===== src/rtl/chg_status_pkg.sv =====
package chg_status_pkg;
    localparam int WORD_W = 16;
    localparam int LIVE_W = 8;
    localparam int RC_W   = 6;

    function automatic logic [WORD_W-1:0] pack_word(
        input logic [LIVE_W-1:0] live,
        input logic [RC_W-1:0]   rc,
        input logic              ov,
        input logic              uv
    );
        return {live, rc[5:3], ov, uv, rc[2:0]};
    endfunction
endpackage


===== src/rtl/chg_rdclr_bank.sv =====
module chg_rdclr_bank #(
    parameter int N = 6
) (
    input  logic         clk,
    input  logic         rst_n,
    input  logic [N-1:0] evt_i,
    input  logic         clr_i,
    output logic [N-1:0] flags_o
);
    logic [N-1:0] flag_d, flag_q;

    for (genvar i = 0; i < N; i++) begin : g_bit
        always_comb begin
            flag_d[i] = evt_i[i] | (flag_q[i] & ~clr_i);
        end
    end

    always_ff @(posedge clk or negedge rst_n) begin
        if (!rst_n) flag_q <= '0;
        else        flag_q <= flag_d;
    end

    assign flags_o = flag_q;
endmodule


===== src/rtl/chg_sys_latch.sv =====
module chg_sys_latch #(
    parameter int RETRY_MAX = 7
) (
    input  logic clk,
    input  logic rst_n,
    input  logic present_i,
    input  logic ov_evt_i,
    input  logic fail_i,
    input  logic ok_i,
    input  logic clr_ov_i,
    input  logic clr_uv_i,
    output logic ov_o,
    output logic uv_o
);
    localparam int CNT_W = $clog2(RETRY_MAX + 1);
    localparam logic [CNT_W-1:0] CNT_LAST = CNT_W'(RETRY_MAX - 1);
    localparam logic [CNT_W-1:0] CNT_TOP  = CNT_W'(RETRY_MAX);

    typedef struct packed {
        logic             ov;
        logic             uv;
        logic [CNT_W-1:0] cnt;
    } lat_t;

    lat_t st_d, st_q;
    logic uv_set, cnt_rst;

    always_comb begin
        st_d    = st_q;
        cnt_rst = !present_i || ok_i || clr_uv_i;
        uv_set  = present_i && !ok_i && fail_i && (st_q.cnt >= CNT_LAST);

        if (cnt_rst)                       st_d.cnt = '0;
        else if (fail_i && st_q.cnt < CNT_TOP) st_d.cnt = st_q.cnt + 1'b1;

        if (!present_i)     st_d.ov = 1'b0;
        else if (ov_evt_i)  st_d.ov = 1'b1;
        else if (clr_ov_i)  st_d.ov = 1'b0;

        if (!present_i)     st_d.uv = 1'b0;
        else if (uv_set)    st_d.uv = 1'b1;
        else if (clr_uv_i)  st_d.uv = 1'b0;
    end

    always_ff @(posedge clk or negedge rst_n) begin
        if (!rst_n) st_q <= '0;
        else        st_q <= st_d;
    end

    assign ov_o = st_q.ov;
    assign uv_o = st_q.uv;
endmodule


===== src/rtl/chg_status_reg.sv =====
module chg_status_reg #(
    parameter int                ADDR_W    = 8,
    parameter logic [ADDR_W-1:0] BLK_ADDR  = 8'h20,
    parameter int                RETRY_MAX = 7
) (
    input  logic              clk,
    input  logic              rst_n,
    input  logic [7:0]        live_i,
    input  logic [5:0]        rc_evt_i,
    input  logic              sys_ov_evt_i,
    input  logic              restart_fail_i,
    input  logic              restart_ok_i,
    input  logic [ADDR_W-1:0] addr_i,
    input  logic              rd_i,
    input  logic              wr_i,
    input  logic [15:0]       wdata_i,
    output logic [15:0]       rdata_o,
    output logic              conv_dis_o
);
    import chg_status_pkg::*;

    logic              hit, rd_hit, wr_hit;
    logic [RC_W-1:0]   rc_q;
    logic              ov_q, uv_q;
    logic [WORD_W-1:0] rdata_d, rdata_q;

    assign hit    = (addr_i == BLK_ADDR);
    assign rd_hit = rd_i && hit;
    assign wr_hit = wr_i && hit;

    chg_rdclr_bank #(.N(RC_W)) u_rc (
        .clk     (clk),
        .rst_n   (rst_n),
        .evt_i   (rc_evt_i),
        .clr_i   (rd_hit),
        .flags_o (rc_q)
    );

    chg_sys_latch #(.RETRY_MAX(RETRY_MAX)) u_sys (
        .clk       (clk),
        .rst_n     (rst_n),
        .present_i (live_i[7]),
        .ov_evt_i  (sys_ov_evt_i),
        .fail_i    (restart_fail_i),
        .ok_i      (restart_ok_i),
        .clr_ov_i  (wr_hit && !wdata_i[4]),
        .clr_uv_i  (wr_hit && !wdata_i[3]),
        .ov_o      (ov_q),
        .uv_o      (uv_q)
    );

    always_comb begin
        rdata_d = rd_hit ? pack_word(live_i, rc_q, ov_q, uv_q) : '0;
    end

    always_ff @(posedge clk or negedge rst_n) begin
        if (!rst_n) rdata_q <= '0;
        else        rdata_q <= rdata_d;
    end

    assign rdata_o    = rdata_q;
    assign conv_dis_o = ov_q | uv_q;
endmodule


===== config.mk =====
export PLATFORM = sky130hd
export DESIGN_NAME = chg_status_reg
export DESIGN_NICKNAME = d
export VERILOG_FILES = /design/src/rtl/chg_status_pkg.sv /design/src/rtl/chg_rdclr_bank.sv /design/src/rtl/chg_sys_latch.sv /design/src/rtl/chg_status_reg.sv
export SDC_FILE = /design/constraint.sdc
export NUM_CORES = 1
export LEC_CHECK = 0
export ABC_AREA = 1
export BUFFER_PORTS_ARGS = -buffer_cell sky130_fd_sc_hd__buf_2
export CAP_MARGIN = 10
export CORE_ASPECT_RATIO = 0.6
export CORE_UTILIZATION = 38
export DETAILED_ROUTE_END_ITERATION = 6
export GPL_ROUTABILITY_DRIVEN = 1
export MAX_ROUTING_LAYER = met4
export PLACE_DENSITY = 0.75
export SKIP_CTS_REPAIR_TIMING = 1
export SLEW_MARGIN = 5
export SYNTH_ARGS = -nofsm -noshare
export SYNTH_HDL_FRONTEND = slang
export SYNTH_SLANG_ARGS = --single-unit

===== constraint.sdc =====
create_clock -name clk -period 0.9 [get_ports clk]
set_input_delay 0.18 -clock clk [delete_from_list [all_inputs] [get_ports clk]]
set_output_delay 0.18 -clock clk [all_outputs]
set_load 0.03 [all_outputs]

==> results of run 1 <==
==> registers in the layout, indices dropped and copies added, names as in the netlist <==
register and cells:
u_sys.uv_o 1, u_sys.ov_o 1, rdata_o 16, u_sys.st_q 3, u_rc.flags_o 6
==> layer usage <==
layer	up-vias	part of all wire	wire length, µm	GRT usage
met5	-	0	0	-
met4	0	0.0036	8	0.0400
met3	2	0.062	139	0.0744
met2	29	0.52	1160	0.280
met1	399	0.41	919	0.168
li1	435	-	-	-
==> power breakdown <==
group / switching, µW / internal (µW) / total [µW]
Combinational: 93.8 / 96.6 / 190
Clock: 379 / 314 / 693
Sequential: 7.26 / 1220 / 1230
Total: 480 / 1630 / 2110
==> cell families (layout without fill, tap and decap cells) <==
| group | Yosys count | count (layout) | share of synthesized area |
|---|---|---|---|
| AND/OR/NAND/NOR | 46 | 46 | 0.210 |
| flip-flops | 27 | 27 | 0.617 |
| multiplexers | 1 | 1 | 0.00914 |
| adder cells (fa/ha/maj) | 1 | 1 | 0.0114 |
| AO/OA/AOI/OAI | 8 | 8 | 0.0549 |
| buffers and inverters | 24 | 84 | 0.0971 |
==> synthesized netlist by cell type <==
cell type	n	area share
o21bai_1	8	0.055
nor2_4	3	0.031
nand2_4	1	0.010
mux2i_1	1	0.0091
nor2_2	8	0.046
nand4_1	1	0.0057
buf_12	1	0.018
inv_1	23	0.079
nand3_1	4	0.018
nand2_1	13	0.045
nor2_1	16	0.055
dfrtp_1	27	0.62
ha_1	1	0.011
==> critical path, cell delays in order (launching register included) <==
cell	delay [ns]
dfrtp_1	0.40
inv_2	0.08
nand2_2	0.05
buf_6	0.13
==> final timing paths <==
path,from,slack [ns],cells past startpoint,endpoint
worst max-delay path,u_sys.uv_o$_DFFE_PN0P_,-0.21,3,conv_dis_o
worst min-delay path,rc_evt_i[3],0.09,2,u_rc.flags_o[3]$_DFF_PN0_
worst max register to register,u_sys.st_q[0]$_DFFE_PN0P_,-0.13,3,u_sys.st_q[1]$_DFFE_PN0P_
worst min register to register,u_rc.flags_o[2]$_DFF_PN0_,0.50,2,rdata_o[2]$_DFF_PN0_
max in group asynchronous,rst_n,0.19,3,rdata_o[0]$_DFF_PN0_
min in group asynchronous,rst_n,0.32,2,rdata_o[14]$_DFF_PN0_
==> stage by stage <==
stage / instances / cell area, µm² / utilization / setup TNS (ns)
floorplan: 107 / 1090 / - / -0.0213
global placement: 191 / 1410 / 0.539 / -2.30
detailed placement: 191 / 1410 / 0.539 / -3.27
CTS: 195 / 1460 / 0.558 / -2.30
global route: 199 / 1610 / 0.617 / -2.46
finish: 199 / 1610 / 0.617 / -1.70
==> cell type report <==
class | count | area [µm²]
clock inverter | 1 | 7.51
sequential | 27 | 676
fill | 213 | 998
tap | 32 | 40.0
clock buffer | 3 | 41.3
timing repair buffer | 57 | 435
inverter | 23 | 86.3
multi-input combinational | 56 | 325
==> results.md, run 1 <==
- Status: finished, violations left
- Failing checks: DRC, setup timing
- Die H: 43.6 µm
- Final setup fails: 20
- Maxcap violations: 0
- Critical path class: reg -> out
- GR Overflow Total: 0
- H-Tree Depth: 1
- Core Footprint: roughly 2600 µm²
- Drt drc: 3
- Clock Path Buffers: 2
- Syn Inst Count: between 100 and 150
- Worst Tran Pin Value: 0.336 ns
- I/O Pins: 62
- Slew margin rel.: 0.776
- First-pass GRT wire length: 3560 µm
- Seq cells post-synth: 27
- Synthesized area: 1090 µm²
- Avg Inst Size Synth: 10.2 µm²
- Detailed Place HPWL: 1690 µm
- Nature of the critical path startpoint: flip-flop
- Lkg Pwr: 0.000949 µW
- Number of global-route vias before repair: ~860
- Min cycle time layout: roughly 1.1 ns
- Pwr Density: 1310 nW/µm²
- Final Slew Violations: 0
- Pre-CTS setup slack: -0.170 ns
- Via Count: 865
- Hold slack final: 0.0911 ns
- Routed Antenna Nets: 0
- Yosys Warn Count: 0
- Syn Nets: 153
- Final GP Congestion: 0.789
- Skew-Pair Late Insertion Delay: 0.27 ns
- Clock-pin slew on the worst setup and hold paths: 0.09 ns
- Final setup margin: -0.209 ns
- Commonest non-fill, non-tap cell in the layout: buf_2
- Antenna Cells: 0
- 1st-pass router iterations: 6
- Detail-routed via count per cell: 4.35
- Worst hold-check path type: in -> reg
- Routed WL per cell: approximately 11 µm
- CP Max Fanout: 2
- Req. time, crit path: ~0.72 ns
- CTS Sinks: 27
- Unrepaired setup endpoints after global routing: true
- Port buffer count: 47
- WP data arrival: 0.93 ns
- Final cycle utilization of the critical path: 1.23
- CTS tree: done
- Setup Skew: between 0.002 and 0.003 ns
- Power consumption: 2110 µW
- Die area: 3110 µm²
- # nets final: 214
- Area Overhead vs Synth: 47.2%
- Peak supply drop: 0.949 mV
- Hold Violations, Final: 0
- Seq/Total Area, Yosys: 0.617
- Total GRT Usage: 0.161
- Crit. End Element: primary output
- Synth unique cells: 13
- # rows: 14
- Antenna violations before repair: 0
- Chip width: 71.3 µm
- Layout cell share with drive strength beyond 1: 0.473
- Clock Root Buffer: clkbuf_8
- Starting Density: 0.419
- Initial drt markers: 22
- Largest net degree at the start of global routing: 17
- Commonest cells after routing, fill and taps aside: 30 x buf_2, 27 x dfrtp_1, 20 x inv_1
- Num CTS Buffers: 3
- Fmax: 902 MHz
- Final WL: 2230 µm
Power figures use the tool's default switching activity.
==> inputs of run 2 (changes only) <==
- ABC_AREA: 1 -> not set
- CTS_CLUSTER_DIAMETER: not set -> 40
- PLACE_DENSITY: 0.75 -> 0.76
==> results.md, run 2 <==
- Top cells by area, synth: dfrtp_1 64%, and2_2 9.9%, a21o_1 4.2%
- Skew-Pair Late Insertion Delay: ~0.27 ns
- Post-Synth Simple-Gate Area: 0.236
- Req. time, crit path: around 0.72 ns
- Worst Setup SP: u_sys.ov_o$_DFFE_PN0P_
- Worst reg2reg startpoint: u_sys.st_q[0]$_DFFE_PN0P_
- Seq cells post-synth: 27
- Nature of the critical path startpoint: flip-flop
- Pwr Density: 1280 nW/µm²
- Drt drc: 0
- Top_reg_cell synth: dfrtp_1
- Num CTS Buffers: 3
- Worst hold-check path type: in -> reg
- Routed WL per cell: between 10 and 15 µm
- Die area: 3020 µm²
- Synth top area share: 0.635
- CP Cell Sequence: or2_4, buf_6
- Crit path capture: conv_dis_o
- Antenna violations before repair: 0
- Starting Density: 0.413
- Clock Path Buffers: 2
- 1st-pass router iterations: 2
- Post-synthesis adder-cell area fraction: 0.0118
- Largest register FFs: 16
- Status: finished, violations left
- Layout cell share with drive strength beyond 1: 0.647
- Critical Path Stages: 2
- Via Count: 842
- Slowest stage delay, CP: around 0.4 ns
- Yosys top cell by area: dfrtp_1
- Lkg Pwr: 0.000802 µW
- Chip width: 70.3 µm
- Multiplexer share of the synthesized area: 0
- Number of flops mapped to enable cells by yosys: 0
- Yosys Warn Count: 0
- Worst Tran Pin Value: 0.384 ns
- Post-layout util: 0.644
- GR Overflow Total: 0
- First-pass GRT wire length: 3260 µm
- Fmax: 822 MHz
- Worst reg2reg path depth: 3
- Commonest cells after routing, fill and taps aside: 28 x buf_2, 26 x dfrtp_1, 21 x buf_6
- Crit path max-delay cell type: dfrtp_1
- Area Overhead vs Synth: 56.0%
- Largest net degree at the start of global routing: 28
- Synthesized area: 1060 µm²
- Fillers: about 200
- Maxcap violations: 0
- Final setup fails: 43
- Port buffer count: 47
- CTS tree: done
- Clock Root Buffer: clkbuf_8
- Hold Violations, Final: 0
- Final Non-Filler Cells: 171
- Syn Inst Count: 77
- Syn Nets: ~120
- Most common cell in the netlist: dfrtp_1
- # nets final: about 190
- Initial drt markers: 32
- WP data arrival: 1.04 ns
- Final Slew Violations: 0
- Synth unique cells: 30
- Worst Hold Path Cells: 2
- R2R setup slack: -0.16 ns
- Final GP Congestion: 0.796
- Placed Area: approximately 1400 µm²
- Slew margin rel.: 0.743
- Xor and xnor area share after synthesis: 0
- Hold slack final: 0.0782 ns
- Worst flop-to-flop path endpoint: u_sys.st_q[0]$_DFFE_PN0P_
- H-Tree Depth: 1
- Final cycle utilization of the critical path: 1.35
- Number of global-route vias before repair: between 700 and 800
- # rows: 14
- Commonest non-fill, non-tap cell in the layout: buf_2
- Ys async rst share: 1.00
- Critical path class: reg -> out
- Cells after DPL: 161
- Final WL: approximately 2400 µm
- Setup Skew: 0.00648 ns
- Peak supply drop: 0.773 mV
- Buf/Inv on CP: 1
- I/O Pins: 62
- CP Max Fanout: 2
- Detail-routed via count per cell: 4.92
- Routed Antenna Nets: 0
- CP delay by family, top: flip-flops
- Min cycle time layout: ~1.2 ns
- Failing checks: setup timing
- CTS Sinks: 27
- Clock-pin slew on the worst setup and hold paths: roughly 0.090 ns
- Synth Area in Compound Gates: 0.102
- Seq/Total Area, Yosys: 0.635
- Final setup margin: -0.317 ns
- Crit. End Element: primary output
- Finished Cell Area: 1660 µm²
- Die H: roughly 43 µm
- Core Footprint: 2570 µm²
- Avg Inst Size Synth: 13.8 µm²
- Unrepaired setup endpoints after global routing: true
- Main combinational cell family by area after synthesis: simple AND/OR/NAND/NOR gates
- Commonest cells post-synth: 27 x dfrtp_1, 14 x and2_2, 6 x a21o_1
- Antenna Cells: 0
- Total GRT Usage: 0.150
[run 2: cell count changes in the layout (fill, tap and decap cells not counted), sizes merged, moves of 2 or more]
cell / change
nor2: -24
inv: -22
and2: +15
nand2: -13
o21bai: -8
a21o: +6
and3: +3
nand3: -3
a31oi: +2
nor4: +2
[run 2: how the worst min path moves through the flow]
stage,end,slack (ns),start
detailed placement,rdata_o[2]$_DFF_PN0_,0.19,rst_n
CTS,rdata_o[2]$_DFF_PN0_,-0.11,rst_n
global placement,rdata_o[0]$_DFF_PN0_,0.18,rst_n
finish,u_rc.flags_o[5]$_DFF_PN0_,0.08,rc_evt_i[5]
floorplan,rdata_o[0]$_DFF_PN0_,-0.12,rst_n
global route,u_rc.flags_o[5]$_DFF_PN0_,0.06,rc_evt_i[5]
[run 2: where the power goes]
group          total (µW)  switching [µW]  internal [µW]  leakage (µW)
logic                 208            98.1            110      0.000438
clock network         688             374            314     0.0000217
registers            1230            7.52           1220      0.000342
[run 2: logic make-up after synthesis]
| group | after synthesis |
|---|---|
| simple gates | 32 |
| fa+ha+maj | 1 |
| buf+inv | 2 |
| flops | 27 |
| compound gates | 15 |
[run 2: routing by layer]
metal / global-route usage / part of all wire / wire (µm) / vias to the layer above
met5: - / 0 / 0 / -
met3: 0.0689 / 0.077 / 185 / 0
met1: 0.184 / 0.43 / 1030 / 416
met2: 0.229 / 0.50 / 1200 / 36
met4: 0.0360 / 0 / 0 / 0
li1: - / - / - / 390
[run 2: final cells by class]
type | instances | area (µm²) | area share
Inverter | 1 | 3.75 | 0.00226
Tap cell | 32 | 40.0 | 0.0241
Clock inverter | 1 | 7.51 | 0.00452
Clock buffer | 3 | 41.3 | 0.0249
Multi-Input combinational cell | 49 | 443 | 0.267
Sequential cell | 27 | 677 | 0.408
Timing Repair Buffer | 58 | 447 | 0.269
[run 2: per-stage QoR]
step           setup TNS [ns]  power (µW)  setup WS, ns
6_report                -3.17        2120        -0.317
5_1_grt                 -4.71        2220        -0.351
4_1_cts                 -3.64        2110        -0.360
3_5_place_dp            -8.72        1420        -0.461
3_3_place_gp            -7.37        1420        -0.354
2_1_floorplan           -2.86        1300        -0.149
[run 2: worst reg2reg max path, stage by stage (launching register included)]
cell      delay (ns)
dfrtp_2         0.46
a21boi_2        0.17
a211o_1         0.26
nor2_2          0.11
